<file path="config.mk">
export PLATFORM = sky130hd
export DESIGN_NAME = tslot_deser
export DESIGN_NICKNAME = d
export VERILOG_FILES = /design/src/rtl/tsd_pkg.sv /design/src/rtl/tsd_bit_timer.sv /design/src/rtl/tsd_shifter.sv /design/src/rtl/tsd_slot_map.sv /design/src/rtl/tslot_deser.sv
export SDC_FILE = /design/constraint.sdc
export NUM_CORES = 1
export LEC_CHECK = 0
export BUFFER_PORTS_ARGS = -buffer_cell sky130_fd_sc_hd__buf_4
export CAP_MARGIN = 10
export CORE_MARGIN = 10
export CORE_UTILIZATION = 30
export CTS_CLUSTER_DIAMETER = 120
export DETAILED_ROUTE_END_ITERATION = 6
export GPL_ROUTABILITY_DRIVEN = 0
export PLACE_DENSITY = 0.45
export SYNTH_ARGS = -nofsm -noshare
export SYNTH_HDL_FRONTEND = slang
export SYNTH_SLANG_ARGS = --single-unit
</file>
<file path="constraint.sdc">
create_clock -name clk -period 2.7 [get_ports clk]
set_input_delay 0.135 -clock clk [delete_from_list [all_inputs] [get_ports clk]]
set_output_delay 0.135 -clock clk [all_outputs]
set_load 0.01 [all_outputs]
</file>
<file path="src/rtl/tsd_pkg.sv">
package tsd_pkg;

    localparam int unsigned SLOTS   = 32;
    localparam int unsigned PAY_W   = 8;
    localparam int unsigned WORD_W  = PAY_W + 2;
    localparam int unsigned SLOT_W  = $clog2(SLOTS);
    localparam int unsigned BIT_W   = $clog2(WORD_W);

    typedef struct packed {
        logic              stb;
        logic [SLOT_W-1:0] slot;
        logic [SLOT_W-1:0] chan;
        logic [PAY_W-1:0]  pay;
        logic              sig;
        logic              dv;
        logic              rsv;
        logic              err;
    } tsd_out_t;

endpackage

</file>
<file path="src/rtl/tsd_bit_timer.sv">
module tsd_bit_timer
    import tsd_pkg::*;
(
    input  logic              clk,
    input  logic              rst_n,
    input  logic              fsync_i,
    output logic              active_o,
    output logic              last_bit_o,
    output logic [SLOT_W-1:0] cur_slot_o,
    output logic              misalign_o
);

    typedef struct packed {
        logic              locked;
        logic [BIT_W-1:0]  bitc;
        logic [SLOT_W-1:0] slot;
    } tmr_t;

    tmr_t st_d, st_q;

    logic [BIT_W-1:0]  cur_bit;
    logic [SLOT_W-1:0] cur_slot;

    always_comb begin
        st_d     = st_q;
        cur_bit  = fsync_i ? '0 : st_q.bitc;
        cur_slot = fsync_i ? '0 : st_q.slot;

        misalign_o = fsync_i && st_q.locked &&
                     ((st_q.bitc != '0) || (st_q.slot != '0));
        active_o   = st_q.locked || fsync_i;
        last_bit_o = active_o && (cur_bit == BIT_W'(WORD_W - 1));
        cur_slot_o = cur_slot;

        if (active_o) begin
            st_d.locked = 1'b1;
            if (cur_bit == BIT_W'(WORD_W - 1)) begin
                st_d.bitc = '0;
                if (cur_slot == SLOT_W'(SLOTS - 1)) begin
                    st_d.slot = '0;
                end else begin
                    st_d.slot = cur_slot + 1'b1;
                end
            end else begin
                st_d.bitc = cur_bit + 1'b1;
                st_d.slot = cur_slot;
            end
        end
    end

    always_ff @(posedge clk or negedge rst_n) begin
        if (!rst_n) begin
            st_q <= '0;
        end else begin
            st_q <= st_d;
        end
    end

endmodule

</file>
<file path="src/rtl/tsd_shifter.sv">
module tsd_shifter
    import tsd_pkg::*;
(
    input  logic              clk,
    input  logic              rst_n,
    input  logic              shift_i,
    input  logic              sdata_i,
    output logic [WORD_W-1:0] word_o
);

    logic [WORD_W-2:0] sh_d, sh_q;

    always_comb begin
        sh_d = sh_q;
        if (shift_i) begin
            sh_d = {sh_q[WORD_W-3:0], sdata_i};
        end
        word_o = {sh_q, sdata_i};
    end

    always_ff @(posedge clk or negedge rst_n) begin
        if (!rst_n) begin
            sh_q <= '0;
        end else begin
            sh_q <= sh_d;
        end
    end

endmodule

</file>
<file path="src/rtl/tsd_slot_map.sv">
module tsd_slot_map
    import tsd_pkg::*;
#(
    parameter int unsigned RSV_LO = 0,
    parameter int unsigned RSV_HI = 16
) (
    input  logic [SLOT_W-1:0] slot_i,
    output logic [SLOT_W-1:0] chan_o,
    output logic              rsv_o
);

    logic [SLOT_W-1:0] skip;

    always_comb begin
        rsv_o = (slot_i == SLOT_W'(RSV_LO)) || (slot_i == SLOT_W'(RSV_HI));
        skip  = '0;
        if (slot_i > SLOT_W'(RSV_LO)) skip = skip + 1'b1;
        if (slot_i > SLOT_W'(RSV_HI)) skip = skip + 1'b1;
        chan_o = rsv_o ? '0 : (slot_i - skip + 1'b1);
    end

endmodule

</file>
<file path="src/rtl/tslot_deser.sv">
module tslot_deser
    import tsd_pkg::*;
(
    input  logic              clk,
    input  logic              rst_n,
    input  logic              fsync_i,
    input  logic              sdata_i,
    output logic              slot_stb_o,
    output logic [4:0]        slot_num_o,
    output logic [4:0]        chan_num_o,
    output logic [7:0]        payload_o,
    output logic              sig_o,
    output logic              dvalid_o,
    output logic              reserved_o,
    output logic              frame_err_o
);

    logic              active;
    logic              last_bit;
    logic              misalign;
    logic [SLOT_W-1:0] cur_slot;
    logic [WORD_W-1:0] word;
    logic [SLOT_W-1:0] chan;
    logic              rsv;

    tsd_out_t out_d, out_q;

    tsd_bit_timer u_timer (
        .clk        (clk),
        .rst_n      (rst_n),
        .fsync_i    (fsync_i),
        .active_o   (active),
        .last_bit_o (last_bit),
        .cur_slot_o (cur_slot),
        .misalign_o (misalign)
    );

    tsd_shifter u_shift (
        .clk     (clk),
        .rst_n   (rst_n),
        .shift_i (active),
        .sdata_i (sdata_i),
        .word_o  (word)
    );

    tsd_slot_map #(
        .RSV_LO (0),
        .RSV_HI (SLOTS / 2)
    ) u_map (
        .slot_i (cur_slot),
        .chan_o (chan),
        .rsv_o  (rsv)
    );

    always_comb begin
        out_d     = out_q;
        out_d.stb = 1'b0;
        out_d.err = misalign;
        if (last_bit) begin
            out_d.stb  = 1'b1;
            out_d.slot = cur_slot;
            out_d.chan = chan;
            out_d.rsv  = rsv;
            out_d.pay  = word[WORD_W-1 -: PAY_W];
            out_d.sig  = word[1];
            out_d.dv   = word[0];
        end
    end

    always_ff @(posedge clk or negedge rst_n) begin
        if (!rst_n) begin
            out_q <= '0;
        end else begin
            out_q <= out_d;
        end
    end

    assign slot_stb_o  = out_q.stb;
    assign slot_num_o  = out_q.slot;
    assign chan_num_o  = out_q.chan;
    assign payload_o   = out_q.pay;
    assign sig_o       = out_q.sig;
    assign dvalid_o    = out_q.dv;
    assign reserved_o  = out_q.rsv;
    assign frame_err_o = out_q.err;

endmodule

</file>
After elaboration in Yosys (flattened, before gate mapping)
Index checks and enable logic that the tools add are counted.
{"block": "word_totals", "wordCells": 39, "inputBits": 4, "reg_bits": 42, "output_inout_bits": 23}
{"block": "classes", "magnitude_cmp": 2, "muxes": 8, "eq_ne": 3, "reduce_logical": 9, "addsub": 5}
{"operator": "22-bit two-way mux", "count": 1}
{"operator": "5-bit two-way mux", "count": 4}
{"operator": "5-bit by 1-bit adder with 5-bit output, second input constant", "count": 2}
{"operator": "5-bit == test, second input constant", "count": 2}
{"operator": "9-bit two-way mux", "count": 1}
{"operator": "5-bit by 1-bit > comparator with 1-bit output, second input constant", "count": 1}
{"operator": "5-bit > comparator, second input constant", "count": 1}
{"operator": "5-bit zero test", "count": 1}
{"operator": "5-bit nonzero test", "count": 1}
{"operator": "5-bit subtractor", "count": 1}
{"operator": "4-bit by 1-bit adder with 4-bit output, second input constant", "count": 1}
{"operator": "4-bit == test, second input constant", "count": 1}
{"operator": "4-bit two-way mux", "count": 1}
{"operator": "4-bit nonzero test", "count": 1}
{"operator": "1-bit logical AND", "count": 3}
{"operator": "1-bit logical OR", "count": 3}
{"operator": "1-bit by 1-bit adder with 2-bit output, second input constant", "count": 1}
{"operator": "1-bit two-way mux", "count": 1}

Longest topological paths before layout
{"block": "depth", "depth_word": 9, "depth_mapped": 14, "depth_no_buf": 13}

Hierarchy
A second synthesis with hierarchy kept.
{"block": "unflattened", "hier_cells": 159, "hier_area_um2": 2148.3}
{"module": "tslot_deser", "seq_area_each_um2": 575.6, "cells_per_inst": 46, "n_inst": 1, "area_per_inst_um2": 909.6}
{"module": "tsd_bit_timer", "seq_area_each_um2": 250.2, "cells_per_inst": 60, "n_inst": 1, "area_per_inst_um2": 611.8}
{"module": "tsd_shifter", "seq_area_each_um2": 225.2, "cells_per_inst": 20, "n_inst": 1, "area_per_inst_um2": 379.1}
{"module": "tsd_slot_map", "seq_area_each_um2": 0.0, "cells_per_inst": 33, "n_inst": 1, "area_per_inst_um2": 247.7}

Worst setup path before layout
OpenSTA, ideal clock, no wires.
{"block": "synth_timing", "path_kind": "reg-to-reg", "startpoint": "reg u_timer.st_q[0] in the netlist's numbering", "endpoint": "reg out_q (netlist bit chan_num_o[3])", "t_required_ns": 2.617, "stages_incl_launch_ff": 14, "setup_ns": 0.083, "path_buffers": 0, "arrival_ns": 2.363, "period_less_slack_ns": 2.446, "setup_slack_ns": 0.254, "cell_sequence": "dfrtp_1 -> nor2b_1 -> inv_1 -> ha_1 -> nand2_1 -> inv_1 -> ha_1 -> inv_1 -> ha_1 -> ha_1 -> fa_1 -> xnor2_1 -> nand2_1 -> o21ai_0"}
{"block": "synth_between", "elab_chain_cells": 8, "word_cells_on_any_way": 12, "cone_classes": "add/sub: 3; order compare: 2; eq/ne: 1; mux: 4; reduce/logical: 2"}
{"element": "from (decl)", "line": "tsd_bit_timer.sv:19", "source": "tmr_t st_d, st_q;"}
{"element": "from (signal assigned)", "line": "tsd_bit_timer.sv:55", "source": "st_q <= st_d;"}
{"element": "5-bit two-way mux (*)", "line": "tsd_bit_timer.sv:27", "source": "cur_slot = fsync_i ? '0 : st_q.slot;"}
{"element": "net cur_slot[0]", "line": "tslot_deser.sv:21", "source": "logic [SLOT_W-1:0] cur_slot;"}
{"element": "5-bit by 1-bit > comparator with 1-bit output", "line": "tsd_slot_map.sv:17", "source": "if (slot_i > SLOT_W'(RSV_LO)) skip = skip + 1'b1;"}
{"element": "1-bit two-way mux", "line": "tsd_slot_map.sv:17"}
{"element": "1-bit by 1-bit adder with 2-bit output", "line": "tsd_slot_map.sv:18", "source": "if (slot_i > SLOT_W'(RSV_HI)) skip = skip + 1'b1;"}
{"element": "5-bit two-way mux", "line": "tsd_slot_map.sv:18"}
{"element": "5-bit subtractor", "line": "tsd_slot_map.sv:19", "source": "chan_o = rsv_o ? '0 : (slot_i - skip + 1'b1);"}
{"element": "5-bit by 1-bit adder with 5-bit output", "line": "tsd_slot_map.sv:19"}
{"element": "5-bit two-way mux (*)", "line": "tsd_slot_map.sv:19"}
{"element": "to (signal assigned)", "line": "tslot_deser.sv:74", "source": "out_q <= out_d;"}
{"element": "to (decl)", "line": "tslot_deser.sv:26", "source": "tsd_out_t out_d, out_q;"}
The timed path passes the listed nets; every way through them passes the cells marked *.
A chain may end at the register's enable or synchronous reset.

Worst setup path in the final report
{"block": "layout_timing", "startpoint": "reg u_timer.st_q[1] in the netlist's numbering", "endpoint": "reg out_q (netlist bit chan_num_o[3])"}
Same word-level chain as after synthesis.

==> flow_summary.yaml <==
critical_path:
  startpoint: "u_timer.st_q[1]"
  cp.required_ps: 2920
  cp_max_fo: 4
  cp_slowest_stage_delay_ps: 410
  r2r_slack_ps: 220
  cp_num_cells: 13
  crit_type: "register to register"
  cp.arrival_ps: 2690
  endpoint_kind: "register"
  r2r-start: "u_timer.st_q[1]"
  cp_num_buf_inv: 3
  path_delay_family: "adder cells"
  crit_slowest_cell: "dfrtp_1"
  r2r-end: "chan_num_o[3]"
  critPathLaunchType: "register"
  reg2reg_depth: 13
  crit_chain: "nor2b_4, inv_1, ha_1, nand2_1, inv_1, ha_1, inv_1, ha_1, ha_1, fa_1, xnor2_1, nand2_1, o21ai_0"
  timing.critical_path.mode_cell: "ha_1"
cells_and_area:
  nets: 216
  drive_above_1_share_pct: 31.2
  syn_to_final_growth_pct: 20.0
  antenna_cells: 0
floorplan:
  io_pins: 27
  die-area_mm2: 0.0103
  die_w_um: 101
  dieHeight_um: 101
  std_cell_rows: 29
  initial_core_util_pct: 31.1
  coreArea_mm2: 0.00639
sta:
  fin_skew_ps: 8.59
  drv_slew: 0
  finalCritPeriodShare_pct: 91.7
  whs_ps: 65.2
  finalSetupViolCount: 0
  max_freq_mhz: 404
  slew_headroom_pct: 47.1
  setup_tns_ps: 0
  rsz0062_at_grt: "false"
  worst_slew_pin_slew_ps: 790
  fin_crit_ps: 2480
  hold_viol: 0
clock_tree:
  cts.path.max_buffers: 2
  root_buffer: "clkbuf_8"
  cts_made_buffers: 5
  cts.sinks: 42
  cts_tree: "yes"
  path_clk_slew_ps: 90
  post_cts_buffers: 0
  clock_latency_ps: 300
  htree_levels: 2
logic_synthesis:
  synth_edf_count: 0
  postSynthNetCount: 186
  ys_types: 32
  yosysSeqAreaShare_pct: 52.9
  synthFlopType: "dfrtp_1"
  syn_area_mm2: 0.00199
  yosysWarnings: 0
  netlist_instances: 168
  synth_async_sr_flop_share_pct: 100
  avgSynthCellArea_um2: 11.8
  ys_ff_latch: 42
grt:
  grtUsageTotal_pct: 7.83
  grt.overflow.total: 0
  grt_max_degree: 43
  grt_pass1_wl_um: 6440
  antenna_found_initial: 0
  grt_pass1_vias: 1332
route:
  drc: 0
  vias_per_cell: 4.55
  drtIter0Drc: 34
  ant_nets: 0
  wirelength_um: 3810
  vias: 1257
  wl_per_cell_um: 13.8
  dr.pass1.iters: 4
flow_run:
  maxCapViolations: 0
placed_design:
  dp_hpwl_um: 2690
  numPortBuffers: 26
power_and_ir_drop:
  ir_worst_vdd_mv: 0.256
  power_per_cell_area_mw_per_mm2: 569
  p_leak_nw: 1.17
hold_path:
  min_path_type: "input port to register"
  min_delay_path_depth: 2
  min-delay-start: "sdata_i"
  holdPathEnd: "dvalid_o"
status:
  status: "completed"
how the worst max path moves through the flow:
stage / to / slack [ps]
floorplan: chan_num_o[3] / 250
global placement: chan_num_o[3] / 240
detailed placement: chan_num_o[3] / 170
CTS: chan_num_o[3] / 140
global route: chan_num_o[3] / 4
finish: chan_num_o[3] / 220
through the flow:
stage / instance area (um^2) / total power, mW / setup WS, ps / utilization, % / std cells
after global placement: 2260 / 0.872 / 235 / 35.4 / 267
after CTS: 2380 / 1.39 / 145 / 37.2 / 276
final: 2390 / 1.36 / 224 / 37.4 / 276
after global routing: 2390 / 1.43 / 3.84 / 37.4 / 276
after detailed placement: 2260 / 0.876 / 175 / 35.4 / 267
after floorplan: 1990 / 0.791 / 254 / - / 168
logic make-up after synthesis:
kind of cell	count (synthesis)	share of synthesized area [%]
simple gates	44	10.7
xor+xnor	5	2.20
mux	23	14.1
buf+inv	18	4.28
compound gates	22	6.67
flops	42	52.9
fa+ha+maj	14	9.19
layout make-up:
type / count / area [um^2]
clock buffer: 6 / 72.6
clock inverter: 2 / 37.5
fill: 619 / 4000
inverter: 11 / 41.3
multi-input combinational: 108 / 860
sequential: 42 / 1050
tap: 77 / 96.3
timing repair buffer: 30 / 228
cell usage after synthesis, types with 3 or more instances:
| library cell | count | share of area [%] |
|---|---|---|
| o21ai_0 | 12 | 3.0 |
| nor2_1 | 6 | 1.1 |
| ha_1 | 13 | 8.2 |
| dfrtp_1 | 42 | 53 |
| nand3_1 | 3 | 0.75 |
| a21oi_1 | 4 | 1.0 |
| nor2b_1 | 5 | 1.6 |
| inv_1 | 11 | 2.1 |
| clkbuf_1 | 3 | 0.57 |
| mux2_4 | 6 | 4.5 |
| mux2_2 | 16 | 9.1 |
| nand2_1 | 19 | 3.6 |
| xnor2_1 | 4 | 1.8 |
timing repair:
item	CTS	global route
hold endpoints to repair	42	0
setup endpoints to repair	0	2
gates resized for setup	0	2
hold buffers	1	0
report_power, final:
part | internal, mW | switching [mW] | total [mW]
Combinational | 0.0875 | 0.0664 | 0.154
Sequential | 0.674 | 0.0325 | 0.706
Clock | 0.276 | 0.221 | 0.497
Total | 1.04 | 0.320 | 1.36
registers in the layout (all words and copies together), names as in the netlist:
| signal | cells |
|---|---|
| slot_num_o | 5 |
| frame_err_o | 1 |
| reserved_o | 1 |
| dvalid_o | 1 |
| payload_o | 8 |
| slot_stb_o | 1 |
| chan_num_o | 5 |
| u_timer.st_q | 10 |
| u_shift.sh_q | 9 |
| sig_o | 1 |
cells in the final DEF, fill, tap and decap left out, types with 5 or more instances in the layout:
cell,netlist,final
buf_4,0,29
clkbuf_8,0,5
dfrtp_1,42,42
ha_1,13,13
inv_1,11,11
mux2_2,16,16
mux2_4,6,6
nand2_1,19,19
nor2_1,6,6
o21ai_0,12,12
layer usage:
metal / vias to the layer above / track usage [%] / wire, um
met5: - / 0 / 0
met4: 0 / 3.22 / 66
met3: 7 / 3.54 / 317
met2: 29 / 13.2 / 1810
met1: 597 / 8.32 / 1620
li1: 624 / - / -
Note: power is estimated with default switching activity, not from simulation.
